## config.mk

```make
export PLATFORM = sky130hd
export DESIGN_NAME = paged_ea_gen
export DESIGN_NICKNAME = d
export VERILOG_FILES = /design/src/rtl/paged_ea_pkg.sv /design/src/rtl/ea_page_select.sv /design/src/rtl/ea_ptr_step.sv /design/src/rtl/paged_ea_gen.sv
export SDC_FILE = /design/constraint.sdc
export NUM_CORES = 1
export LEC_CHECK = 0
export CORE_MARGIN = 1.5
export CORE_UTILIZATION = 43
export CTS_CLUSTER_SIZE = 14
export DETAILED_ROUTE_END_ITERATION = 12
export PLACE_DENSITY = 0.8
export SLEW_MARGIN = 40
export SYNTH_ARGS = -nofsm -noshare
export SYNTH_HDL_FRONTEND = slang
export SYNTH_SLANG_ARGS = --single-unit
export TNS_END_PERCENT = 1
```

## constraint.sdc

```tcl
create_clock -name clk -period 1.73 [get_ports clk]
set_input_delay 0.346 -clock clk [delete_from_list [all_inputs] [get_ports clk]]
set_output_delay 0.346 -clock clk [all_outputs]
set_load 0.01 [all_outputs]
```

## src/rtl/paged_ea_pkg.sv

```systemverilog
// Package: shared constants and the sequencer state type for the
// paged effective address generator.
package paged_ea_pkg;
    typedef enum logic [1:0] {
        ST_IDLE = 2'd0,
        ST_READ = 2'd1,
        ST_WAIT = 2'd2,
        ST_WBACK = 2'd3
    } ea_state_t;
endpackage

```

## src/rtl/ea_page_select.sv

```systemverilog
// ea_page_select: forms the direct operand address by concatenation.
// Assumes the offset occupies the low OFS_W bits of the instruction and
// the page-select flag sits directly above it. No arithmetic is used.
module ea_page_select #(
    parameter int WORD_W = 12,
    parameter int OFS_W  = 7
) (
    input  logic [WORD_W-1:0] instr,
    input  logic [WORD_W-1:0] pc,
    output logic [WORD_W-1:0] direct_addr
);
    localparam int PAGE_W = WORD_W - OFS_W;

    logic [PAGE_W-1:0] page_bits;

    // Choose page zero or the program counter's page.
    always_comb begin
        page_bits = instr[OFS_W] ? pc[WORD_W-1:OFS_W] : '0;
        direct_addr = {page_bits, instr[OFS_W-1:0]};
    end
endmodule

```

## src/rtl/ea_ptr_step.sv

```systemverilog
// ea_ptr_step: decides whether a direct address lies in the
// self-advancing pointer window and supplies the advanced pointer.
// Assumes WIN_LO <= WIN_HI and both fit in WORD_W bits.
module ea_ptr_step #(
    parameter int WORD_W = 12,
    parameter int WIN_LO = 8,
    parameter int WIN_HI = 15
) (
    input  logic [WORD_W-1:0] direct_addr,
    input  logic [WORD_W-1:0] ptr_word,
    output logic              in_window,
    output logic [WORD_W-1:0] ptr_next
);
    localparam logic [WORD_W-1:0] LO = WORD_W'(WIN_LO);
    localparam logic [WORD_W-1:0] HI = WORD_W'(WIN_HI);

    // Window compare and modulo-2^WORD_W increment.
    always_comb begin
        in_window = (direct_addr >= LO) && (direct_addr <= HI);
        ptr_next  = ptr_word + WORD_W'(1);
    end
endmodule

```

## src/rtl/paged_ea_gen.sv

```systemverilog
// paged_ea_gen: sequences direct, indirect and self-advancing indirect
// effective address computation. Assumes a synchronous memory whose read
// data is valid one cycle after mem_rd and which writes on mem_wr.
module paged_ea_gen #(
    parameter int WORD_W = 12,
    parameter int OFS_W  = 7,
    parameter int WIN_LO = 8,
    parameter int WIN_HI = 15
) (
    input  logic              clk,
    input  logic              rst_n,
    input  logic              start,
    input  logic [WORD_W-1:0] instr,
    input  logic [WORD_W-1:0] pc,
    output logic [WORD_W-1:0] mem_addr,
    output logic              mem_rd,
    output logic              mem_wr,
    output logic [WORD_W-1:0] mem_wdata,
    input  logic [WORD_W-1:0] mem_rdata,
    output logic [WORD_W-1:0] ea,
    output logic              done
);
    import paged_ea_pkg::*;

    localparam int IND_BIT = OFS_W + 1;
    localparam int OPC_W   = WORD_W - OFS_W - 2;
    localparam logic [WORD_W-1:0] LO = WORD_W'(WIN_LO);
    localparam logic [WORD_W-1:0] HI = WORD_W'(WIN_HI);

    ea_state_t         state;
    logic [WORD_W-1:0] direct_addr;
    logic [WORD_W-1:0] addr_q;
    logic [WORD_W-1:0] wdata_q;
    logic              in_window;
    logic [WORD_W-1:0] ptr_next;
    logic [OPC_W-1:0]  opcode_unused;
    logic [OFS_W-1:0]  pc_low_unused;

    assign opcode_unused = instr[WORD_W-1:IND_BIT+1];
    assign pc_low_unused = pc[OFS_W-1:0];

    ea_page_select #(.WORD_W(WORD_W), .OFS_W(OFS_W)) u_page (
        .instr       (instr),
        .pc          (pc),
        .direct_addr (direct_addr)
    );

    ea_ptr_step #(.WORD_W(WORD_W), .WIN_LO(WIN_LO), .WIN_HI(WIN_HI)) u_step (
        .direct_addr (addr_q),
        .ptr_word    (mem_rdata),
        .in_window   (in_window),
        .ptr_next    (ptr_next)
    );

    // Sequencer: latch the direct address, fetch, write back, report.
    always_ff @(posedge clk) begin
        if (!rst_n) begin
            state   <= ST_IDLE;
            addr_q  <= '0;
            wdata_q <= '0;
            ea      <= '0;
            done    <= 1'b0;
        end else begin
            done <= 1'b0;
            case (state)
                ST_IDLE: if (start) begin
                    addr_q <= direct_addr;
                    if (instr[IND_BIT]) begin
                        state <= ST_READ;
                    end else begin
                        ea   <= direct_addr;
                        done <= 1'b1;
                    end
                end
                ST_READ: state <= ST_WAIT;
                ST_WAIT: if (in_window) begin
                    wdata_q <= ptr_next;
                    state   <= ST_WBACK;
                end else begin
                    ea    <= mem_rdata;
                    done  <= 1'b1;
                    state <= ST_IDLE;
                end
                default: begin
                    ea    <= wdata_q;
                    done  <= 1'b1;
                    state <= ST_IDLE;
                end
            endcase
        end
    end

    // Memory strobes follow the sequencer state.
    always_comb begin
        mem_addr  = addr_q;
        mem_rd    = (state == ST_READ);
        mem_wr    = (state == ST_WBACK);
        mem_wdata = wdata_q;
    end


    rd_wr_excl_chk: assert property (@(posedge clk) disable iff (!rst_n)
        !(mem_rd && mem_wr));

    done_pulse_chk: assert property (@(posedge clk) disable iff (!rst_n)
        done |=> !done);

    rd_gap_chk: assert property (@(posedge clk) disable iff (!rst_n)
        mem_rd |=> (!mem_rd && !mem_wr));

    wr_window_chk: assert property (@(posedge clk) disable iff (!rst_n)
        mem_wr |-> (mem_addr >= LO && mem_addr <= HI));

    wr_plus_one_chk: assert property (@(posedge clk) disable iff (!rst_n)
        mem_wr |-> (mem_wdata == WORD_W'($past(mem_rdata) + WORD_W'(1))));

    wr_then_done_chk: assert property (@(posedge clk) disable iff (!rst_n)
        mem_wr |=> (done && ea == $past(mem_wdata)));
endmodule

```

Word level (Yosys, flattened, before mapping)

Cells that the tools add are included.

Bits in registers: 39

Add/sub/neg operators: 1
Order comparisons: 2
Equal/unequal tests: 7
Muxes and demuxes: 13
Bitwise gates (word level): 1
Reductions and logical operators: 6

Operators with widths:

| operator              | count |
|---|---|
| $mux 12               | 3 |
| $pmux 12 s3           | 1 |
| $add 12x1->12 const B | 1 |
| $ge 12x4->1 const B   | 1 |
| $le 12x4->1 const B   | 1 |
| $ne 2x2->1 const B    | 4 |
| $mux 2                | 3 |
| $pmux 2 s3            | 1 |
| $reduce_and 2->1      | 3 |
| $mux 5                | 1 |
| $eq 2x2->1 const B    | 2 |
| $reduce_and 4->1      | 1 |
| $mux 1                | 3 |
| $pmux 1 s3            | 1 |
| $eq 2x1->1 const B    | 1 |
| $logic_not 2->1       | 1 |
| $logic_and 1x1->1     | 1 |
| $not 1->1             | 1 |

Logic depth before layout (Yosys ltp)

Gate-level depths: netlist (run 1).

Depth in word-level cells: 4
Mapped depth: 7

By module

From an unflattened synthesis (run 1), not the netlist that was laid out.

Cells, all modules: 234
Area total of the unflattened synthesis: 2,062.0 µm²

Modules (own cells, without submodules):

| module         | times used | cells an instance | area an instance (µm²) | sequential area each (µm²) |
|---|---|---|---|---|
| paged_ea_gen   | 1          | 193               | 1,770.4                | 780.7 |
| ea_ptr_step    | 1          | 29                | 207.7                  | 0.0 |
| ea_page_select | 1          | 12                | 83.8                   | 0.0 |

Worst setup path after synthesis (run 1)

OpenSTA, ideal clock, no wires.

Kind: register to register
Start point: reg addr_q[6], in the netlist mem_addr[6]
End point: reg ea[0]
Library setup time: 0.119 ns
Data arrival time: 1.195 ns
Path slack: 0.416 ns
Stages on the path, launching flop included: 7
Path buffers: 2
Cells stage by stage: dfxtp_1 > nor4_2 > nand3_1 > buf_2 > buf_2 > nand4_1 > o21ai_1

Longest elaborated chain between the ends: 4
Elaborated cells on any way between the ends: 5
Classes of those cells: order compare (2); eq/ne (1); reduce/logical (2)

RTL lines:

| element                                    | RTL line           | RTL |
|---|---|---|
| start, declared                            | paged_ea_gen.sv:32 | `logic [WORD_W-1:0] addr_q;` |
| start signal, assigned                     | paged_ea_gen.sv:67 | `addr_q <= direct_addr;` |
| $ge 12x4->1 or $le 12x4->1 (tied branches) | ea_ptr_step.sv:19  | `in_window = (direct_addr >= LO) && (direct_addr <= HI);` |
| $logic_and 1x1->1 *                        | ea_ptr_step.sv:19  |  |
| $ne 2x2->1 (no source line) *              | n/a                |  |
| $reduce_and 4->1 (no source line) *        | n/a                |  |
| end signal, assigned                       | paged_ea_gen.sv:71 | `ea <= direct_addr;` |
| end signal, assigned                       | paged_ea_gen.sv:80 | `ea <= mem_rdata;` |
| end signal, assigned                       | paged_ea_gen.sv:85 | `ea <= wdata_q;` |
| end, declared                              | paged_ea_gen.sv:20 | `output logic [WORD_W-1:0] ea,` |

Every way passes the cells marked *; elsewhere a longest branch is shown, timed or not.
A chain may end at the register's enable or synchronous reset.

Worst setup path in the final report (run 1)

Start point: reg wdata_q[6], in the netlist mem_wdata[6]
End point: out mem_wdata[6]

RTL lines:

| element                | RTL line           | RTL |
|---|---|---|
| start, declared        | paged_ea_gen.sv:33 | `logic [WORD_W-1:0] wdata_q;` |
| start signal, assigned | paged_ea_gen.sv:77 | `wdata_q <= ptr_next;` |
| end, declared          | paged_ea_gen.sv:18 | `output logic [WORD_W-1:0] mem_wdata,` |

No word-level cell between the ends.

==> qor.yml, run 1 <==
grt_pass1_vias: 1846
r2r-start: "state[1]"
first_pass_iters: 4
postCtsSetupRepairBufs: 0
clkSinkCount: 39
multi_input_area_um2: 1110
gp_congestion: 0.877
cts_buffer_depth: 2
ys_seq_area_share_pct: 39.5
synth.avg_cell_area_um2: 8.10
critical_path_class: "reg2out"
place_ws_ps: -35.5
cts_made_buffers: 5
cp.arrival_ps: 1220
status: "complete, no violations"
die_h_um: 70.8
ys_ff_latch: 39
leakage_nw: 1.06
whs_path_depth: 2
required_ps: 1380
finalCriticalPeriod_ps: 1570
path_max_fanout: 3
min-delay-start: "ea[4]"
ant_nets: 0
crit_chain: "clkdlybuf4s50_1"
register_area_um2: 782
worst_pin_slew_ps: 331
antennaDiodeCount: 0
ys.flop_type: "dfxtp_1"
hold_viol: 0
reg2reg_depth: 5
num_vias: 1963
syn_to_final_growth_pct: 48.1
p_total_mw: 2.12
synthArstFlopShare_pct: 0
slew_headroom_pct: 77.9
cts_root_buf: "clkbuf_8"
cts_tree: "done"
clock.fmax_mhz: 638
grt_pass1_wl_um: 8580
io_pins: 78
drt_iter0_markers: 95
rows: 24
maxSlewViolCount: 0
htreeDepth: 2
clk_pin_slew_worst_paths_ps: 70
worst_path_dominant_cell_family: "buffers and inverters"
synthDistinctLibCells: 36
grt_max_degree: 52
synth_edf_count: 0
finalCritPeriodShare_pct: 90.7
vias_per_cell: 5.25
path_buf_inv: 1
wl_per_cell_um: 14.1
hp-class: "reg2reg"
rsz0062_at_grt: "no"
yosysTopAreaCell: "dfxtp_1"
finalNetCount: 361
synth_area_leaders: "dfxtp_1 40%, nand2_1 9.3%, a21boi_0 4.6%"
holdPathEnd: "ea[4]"
drt-total-wl_um: 5260
grt-ovfl-total: 0
crit_path_max_incr_delay_ps: 560
track_usage_pct: 21.3
yosysMostFrequentCell: "nand2_1"
syn_inst: 244
clock_latency_ps: 290
critPathLaunchType: "flop"
initial_core_util_pct: 45.1
fillerInstances: 375
yosysTopAreaCellShare_pct: 39.5
dieArea_um2: 5010
portBuffers: 67
endpoint_kind: "output port"
design.core.area_um2: 4380
synth_common_cells: "49 x nand2_1, 39 x dfxtp_1, 16 x a21oi_1, 16 x o21ai_0"
syn_area_um2: 1980
slowest_stage: "clkdlybuf4s50_1"
setup_viol: 0
drv_cap: 0
antenna_found_initial: 0
dp_hpwl_um: 3870
drive_gt1_share_pct: 13.4
fin_ws_ps: 161
yosys_warnings: 0
fp.dieW_um: 70.8
r2r_setup_slack_ps: 260
skew_ps: 6.75
r2r-end: "mem_wdata[0]"
powerDensity_nw_per_um2: 725
ir_drop_uv: 513
synth_fp_nets: 284
drc: 0
==> per-stage QoR <==
stage	instances	cell area, um^2	util (%)	hold slack, ps	setup TNS [ps]
2_1_floorplan	244	1980	-	473	0
3_3_place_gp	366	2810	64.0	438	-45.6
3_5_place_dp	366	2810	64.0	442	-60.6
4_1_cts	374	2930	66.7	453	0
5_1_grt	374	2930	66.7	470	0
6_report	374	2930	66.7	448	0
==> cell families (layout without fill, tap and decap cells) <==
logic type / Yosys count / count (layout) / share of synthesized area (%)
DFF: 39 / 39 / 39.5
muxes: 7 / 7 / 3.55
AOI/OAI and AO/OA: 64 / 64 / 19.1
buffers and inverters: 20 / 98 / 4.56
adders and majority gates: 1 / 1 / 0.633
and+or+nand+nor: 104 / 104 / 28.7
xor gates and xnor gates: 9 / 9 / 3.99
==> cell type report <==
class	count	share of cell area (%)
sequential	39	26.7
tap	52	2.22
clock inverter	2	1.20
multi-input combinational	185	37.9
clock buffer	6	2.82
timing repair buffer	90	29.2
==> worst register-to-register path, delay by kind of cell, from the launching register on <==
family	cells	cell delay (ps)
buf+inv	1	230
compound gates	1	150
simple gates	3	600
flops	1	380
==> how the worst max path moves through the flow <==
| stage | start | to | cells past startpoint |
|---|---|---|---|
| final | mem_wdata[6] | mem_wdata[6] | 1 |
| after floorplan | mem_addr[6] | ea[0] | 6 |
| after detailed placement | mem_rdata[0] | mem_wdata[11] | 6 |
| after global placement | mem_rdata[0] | mem_wdata[10] | 6 |
| after global routing | mem_wdata[9] | mem_wdata[9] | 1 |
| after CTS | mem_addr[4] | mem_addr[4] | 1 |
==> repair_timing <==
item | 4_1_cts | 5_1_grt
endpoints found under the hold margin | 0 | 0
gates resized for setup | 4 | 0
endpoints found under the setup margin | 2 | 0
hold buffers | 0 | 0
==> flip-flops by register name, summed over array words and instances (netlist names) <==
signal	count
state	2
done	1
ea	12
mem_addr	12
mem_wdata	12
==> layout by cell type (no fill, tap or decap), drive strengths merged <==
master,instances
a21boi,16
a21oi,17
a31oi,1
and2,3
and3,2
buf,23
bufinv,1
clkbuf,6
clkdlybuf4s50,65
clkinv,1
dfxtp,39
dlygate4sd2,2
ha,1
mux2i,7
nand2,49
nand2b,1
nand3,11
nand3b,5
nand4,13
nor2,5
nor2b,7
nor3,2
nor3b,1
nor4,2
nor4b,1
o21a,2
o21ai,27
o21bai,1
or2,1
or3,1
xnor2,8
xor2,1
==> report_power, final <==
part           total [mW]  leakage (nW)  internal (mW)  switching, mW
registers           0.953         0.318          0.932         0.0212
logic               0.389         0.677          0.211          0.178
clock network       0.779        0.0612          0.467          0.312
==> metal layers <==
| layer | GRT usage, % | vias to the layer above | part of all wire, % |
|---|---|---|---|
| met5 | 0 | - | 0 |
| met4 | 5.03 | 0 | 0.76 |
| met3 | 4.84 | 6 | 5.6 |
| met2 | 36.3 | 57 | 48 |
| met1 | 27.6 | 902 | 45 |
| li1 | - | 998 | - |
(Power assumes the default switching activity.)
==> inputs of run 2 (changes only) <==
--- a/config.mk
+++ b/config.mk
@@ -6,8 +6,8 @@
 export NUM_CORES = 1
 export LEC_CHECK = 0
-export CORE_MARGIN = 1.5
 export CORE_UTILIZATION = 43
 export CTS_CLUSTER_SIZE = 14
 export DETAILED_ROUTE_END_ITERATION = 12
+export HOLD_SLACK_MARGIN = 0.03
 export PLACE_DENSITY = 0.8
 export SLEW_MARGIN = 40
==> constraint.sdc (replaced) <==
create_clock -name clk -period 1.73 [get_ports clk]
set_input_delay 0.346 -clock clk [delete_from_list [all_inputs] [get_ports clk]]
set_output_delay 0.346 -clock clk [all_outputs]
set_load 0.1 [all_outputs]
==> run 2 against run 1 <==
- first-iteration DRC count is 44% higher
- core utilization up 8.2 points
- largest cell class is now buffers
- global-route usage is 2.1 points higher
- combinational power increased by 77%
- critical path depth increased by 2
- register-to-register slack lost 110 ps
- worst setup slack worse by 67 ps
- sequential power increased by 2%
- non-clock buffer count fell by 1
- highest routed layer unchanged
- worst hold slack better by 43 ps
- power is 6.7% higher
- clock power fell by 23%
==> qor.yml, run 2 (synthesis results as in run 1) <==
drt-total-wl_um: 5400  # +2.6%
powerDensity_nw_per_um2: 689  # -5.0%
syn_to_final_growth_pct: 66.2
portBuffers: 67  # unchanged
cts_buffer_depth: 2  # unchanged
drv_cap: 0  # unchanged
wl_per_cell_um: 14.5  # +2.8%
cts_tree: "done"
slew_headroom_pct: 81.9  # +4.1 points
dp_hpwl_um: 4020  # +3.8%
leakage_nw: 1.21  # +15%
grt.busiest_layer: "met2"
ant_nets: 0  # unchanged
clock_latency_ps: 300  # about the same
vias_per_cell: 5.37  # +2.3%
rows: 24  # unchanged
finalNetCount: 360  # -0.28%
drive_gt1_share_pct: 24.9  # +12 points
grt_pass1_vias: 1940  # +5.1%
postCtsSetupRepairBufs: 0  # unchanged
first_pass_iters: 4  # unchanged
io_pins: 78  # unchanged
cts_root_buf: "clkbuf_8"
antennaDiodeCount: 0  # unchanged
path_max_fanout: 15  # +12
initial_core_util_pct: 45.1  # unchanged
cts_made_buffers: 5  # unchanged
crit_path_max_incr_delay_ps: 380  # -180 ps
drc: 0  # unchanged
gr-usage-met1_pct: 28.5  # +0.98 points
clock.fmax_mhz: 611  # -4.1%
cts_hold_buf: 0  # unchanged
crit_chain: "buf_4, and2_1, buf_12"
grt_max_degree: 52  # unchanged
status: "complete, no violations"
track_usage_pct: 23.4  # +2.1 points
finalCriticalPeriod_ps: 1640  # +67.0 ps
antenna_found_initial: 0  # unchanged
grt_use_met2_pct: 39.7  # +3.4 points
fp.dieW_um: 69.8  # -1.4%
endpoint_kind: "output port"
gp_congestion: 0.892  # +1.7%
critPathLaunchType: "flop"
die_h_um: 69.8  # -1.4%
required_ps: 1380  # about the same
maxSlewViolCount: 0  # unchanged
dieArea_um2: 4870  # -2.8%
design.core.area_um2: 4380  # unchanged
critical_path_class: "reg2out"
grt_pass1_wl_um: 9000  # +4.9%
final_common_cell: "nand2_1"
clkSinkCount: 39  # unchanged
drt_iter0_markers: 137  # +44%
skew_ps: 6.07  # -0.684 ps
slowest_stage: "dfxtp_2"
worst_pin_slew_ps: 268  # -63.0 ps
p_total_mw: 2.26  # +6.7%
mostFrequentLayoutCells: "49 x nand2_1, 40 x buf_12, 37 x dfxtp_1"
htreeDepth: 2  # unchanged
clk_pin_slew_worst_paths_ps: 70  # about the same
num_vias: 2003  # +2.0%
whs_ps: 491  # +42.9 ps
cts.repair.resized: 0  # -4
hp-class: "reg2reg"
ir_drop_uv: 449  # -12%
grt-ovfl-total: 0  # unchanged
setup_viol: 0  # unchanged
cp.arrival_ps: 1290  # +70 ps
finalCritPeriodShare_pct: 94.5  # +3.9 points
hold_viol: 0  # unchanged
rsz0062_at_grt: "no"
grt.met3_usage_pct: 3.78  # -1.1 points
final_util_pct: 74.9  # +8.2 points
run 2: cell count changes in the layout (fill, tap and decap cells not counted), sizes merged:
cell,before,now
clkdlybuf4s50,65,28
clkbuf,6,7
bufinv,1,0
buf,23,61
dlygate4sd2,2,0
run 2: final timing paths:
| kind | startpoint | end | slack, ps | cells after the start |
|---|---|---|---|---|
| setup / recovery | state[0] | mem_wr | 90 | 3 |
| hold / removal | ea[1] | ea[1] | 490 | 2 |
| setup reg to reg | mem_addr[4] | mem_wdata[0] | 150 | 5 |
| hold reg to reg | ea[1] | ea[1] | 490 | 2 |
run 2: routing by layer:
layer	vias to the layer above	wire, um
li1	998	-
met4	0	125
met3	10	260
met1	929	2310
met2	66	2700
met5	-	0
run 2: stage by stage:
step / instances / cell area, um^2 / TNS (ps) / setup slack (ps)
after floorplan: 244 / 1980 / -1230 / -84.8
after global placement: 365 / 3200 / -14.3 / -13.9
after detailed placement: 365 / 3200 / -69.2 / -48.7
after CTS: 373 / 3280 / 0 / 27.0
after global routing: 373 / 3280 / 0 / 48.8
final: 373 / 3280 / 0 / 94.5
run 2: where the power goes:
group / internal (mW) / total (mW) / switching [mW]
Sequential: 0.933 / 0.972 / 0.0396
Combinational: 0.281 / 0.689 / 0.408
Clock: 0.283 / 0.601 / 0.318
Total: 1.50 / 2.26 / 0.766
run 2: area by class of cell:
cell class / count / area, um^2
repair buffers: 89 / 1240
multi-input cells: 185 / 1110
fillers: 303 / 1100
flip-flops and latches: 39 / 783
clock buffers: 7 / 76.3
well taps: 52 / 65.1
clock inverters: 1 / 5.00
run 2: critical path: cells and delay by family, from the launching register on:
| kind | cells | cell delay (ps) |
|---|---|---|
| and+or+nand+nor | 1 | 210 |
| DFF | 1 | 380 |
| buffers and inverters | 2 | 400 |
==> inputs of run 3 (changes only) <==
CORE_ASPECT_RATIO = 0.6   (was unset)
PLACE_DENSITY = 0.79   (was 0.8)
==> run 3 against run 2 <==
- final area up 0.99%
- critical path depth did not move
- non-clock buffer count increased by 1
- combinational power increased by 2%
- maximum frequency shrank 0.32%
- flip-flop and latch count is the same
- die area rose by 0.19%
- global-route usage rose by 1.9 points
==> qor.yml, run 3 (synthesis results as in run 1) <==
p_sw_mw: 0.764  # -0.23%
track_usage_pct: 25.3  # +1.9 points
drc: 0  # unchanged
mostFrequentLayoutCells: "49 x nand2_1, 41 x buf_12, 38 x dfxtp_1"
clockPowerShare_pct: 26.2  # -0.4 points
dieArea_um2: 4880  # +0.19%
setup_viol: 0  # unchanged
first_pass_iters: 4  # unchanged
ir_drop_uv: 483  # +7.7%
pwr-share-comb_pct: 31.0  # +0.5 points
timing.setup.tns_ps: 0  # unchanged
maxSlewViolCount: 0  # unchanged
finalNetCount: 361  # +0.28%
endpoint_kind: "output port"
initial_core_util_pct: 46.4  # +1.4 points
fp.dieW_um: 89.5  # +28%
grt_pass1_wl_um: 9000  # unchanged
syn_to_final_growth_pct: 67.9
ant_nets: 0  # unchanged
fin_ws_ps: 89.3  # -5.21 ps
antennaDiodeCount: 0  # unchanged
status: "complete, no violations"
rows: 18  # -25%
clkSinkCount: 39  # unchanged
cts_root_buf: "clkbuf_8"
crit_path_max_incr_delay_ps: 360  # -20 ps
htreeDepth: 2  # unchanged
cts_made_buffers: 5  # unchanged
worst_pin_slew_ps: 357  # +88.6 ps
skew_ps: 6.81  # +0.745 ps
clk_pin_slew_worst_paths_ps: 80  # about the same
vias_per_cell: 5.36  # -0.21%
finalCritPeriodShare_pct: 94.8  # +0.30 points
portBuffers: 67  # unchanged
grt-ovfl-total: 0  # unchanged
num_vias: 2047  # +2.2%
dp_hpwl_um: 4210  # +4.7%
drt_iter0_markers: 125  # -8.8%
antenna_found_initial: 0  # unchanged
hold_viol: 0  # unchanged
grt_pass1_vias: 1887  # -2.7%
required_ps: 1380  # about the same
wl_per_cell_um: 15.0  # +3.4%
leakage_nw: 1.22  # +0.88%
rsz0062_at_grt: "no"
die_h_um: 54.5  # -22%
powerDensity_nw_per_um2: 683  # -0.81%
crit_chain: "buf_6, and2_1, buf_12"
clock_latency_ps: 290  # about the same
drive_gt1_share_pct: 24.8  # -0.077 points
drv_cap: 0  # unchanged
sw_frac_of_total_pct: 33.7  # -0.13 points
path_max_fanout: 22  # +7
io_pins: 78  # unchanged
place_ws_ps: -143  # -94.0 ps
power_frac_seq_pct: 42.8  # -0.2 points
slew_headroom_pct: 76.2  # -5.8 points
fillerInstances: 267  # -12%
register_area_um2: 782  # -0.16%
design.core.area_um2: 4260  # -2.9%
final_common_cell: "nand2_1"
cts_tree: "done"
cts_hold_buf: 0  # unchanged
cts_buffer_depth: 2  # unchanged
critPathLaunchType: "flop"
hp-class: "reg2reg"
critical_path_class: "reg2out"
multi_input_area_um2: 1110  # unchanged
gp_congestion: 0.906  # +1.6%
intPower_mw: 1.50  # +0.37%
cp.arrival_ps: 1290  # about the same
slowest_stage: "dfxtp_1"
drt-total-wl_um: 5720  # +5.9%
finalCriticalPeriod_ps: 1640  # +5.21 ps
grt_max_degree: 52  # unchanged
clock.fmax_mhz: 609  # -0.32%
==> run 3: critical path: cells and delay by family (launching register included) <==
| kind | cells | cell delay (ps) |
|---|---|---|
| buffers and inverters | 2 | 420 |
| DFF | 1 | 360 |
| and+or+nand+nor | 1 | 210 |
==> run 3: per-layer routing <==
layer / vias to the layer above / GRT usage (%) / wire length (um)
met2: 86 / 41.0 / 2530
met1: 955 / 33.0 / 2660
met5: - / 0 / 0
met4: 0 / 7.94 / 57
li1: 999 / - / -
met3: 7 / 7.54 / 469
==> run 3: final timing paths <==
check | startpoint | end | slack [ps] | depth (start not counted)
setup reg to reg | state[1] | ea[8] | 160 | 5
hold reg to reg | ea[5] | ea[5] | 490 | 2
hold / removal | ea[5] | ea[5] | 490 | 2
setup / recovery | state[1] | mem_wr | 90 | 3
==> run 3: cell type report <==
type | instances | share of cell area, %
tap | 60 | 2.26
clock buffer | 7 | 2.30
sequential | 39 | 23.6
clock inverter | 1 | 0.151
timing repair buffer | 90 | 38.2
multi-input combinational | 185 | 33.5
==> run 3: timing repair <==
item / CTS / global route
gates resized for setup: 0 / 2
endpoints found under the setup margin: 0 / 2
buffers inserted: 0 / 0
==> run 3: power groups by stage <==
stage | clock [mW] | combinational (mW) | sequential, mW
2_1_floorplan | 0 | 0.165 | 1.21
3_3_place_gp | 0 | 0.690 | 0.989
3_5_place_dp | 0 | 0.699 | 0.989
4_1_cts | 0.598 | 0.701 | 0.969
5_1_grt | 0.643 | 0.735 | 0.973
6_report | 0.594 | 0.703 | 0.969
==> run 3: metrics by stage <==
step	utilization (%)	instances	total power, mW	hold WS [ps]	cell area, um^2
after floorplan	-	244	1.37	483	1980
after global placement	75.8	374	1.68	480	3230
final	77.9	382	2.27	491	3320
after detailed placement	75.8	374	1.69	483	3230
after global routing	77.9	382	2.35	506	3320
after CTS	77.7	382	2.27	493	3310
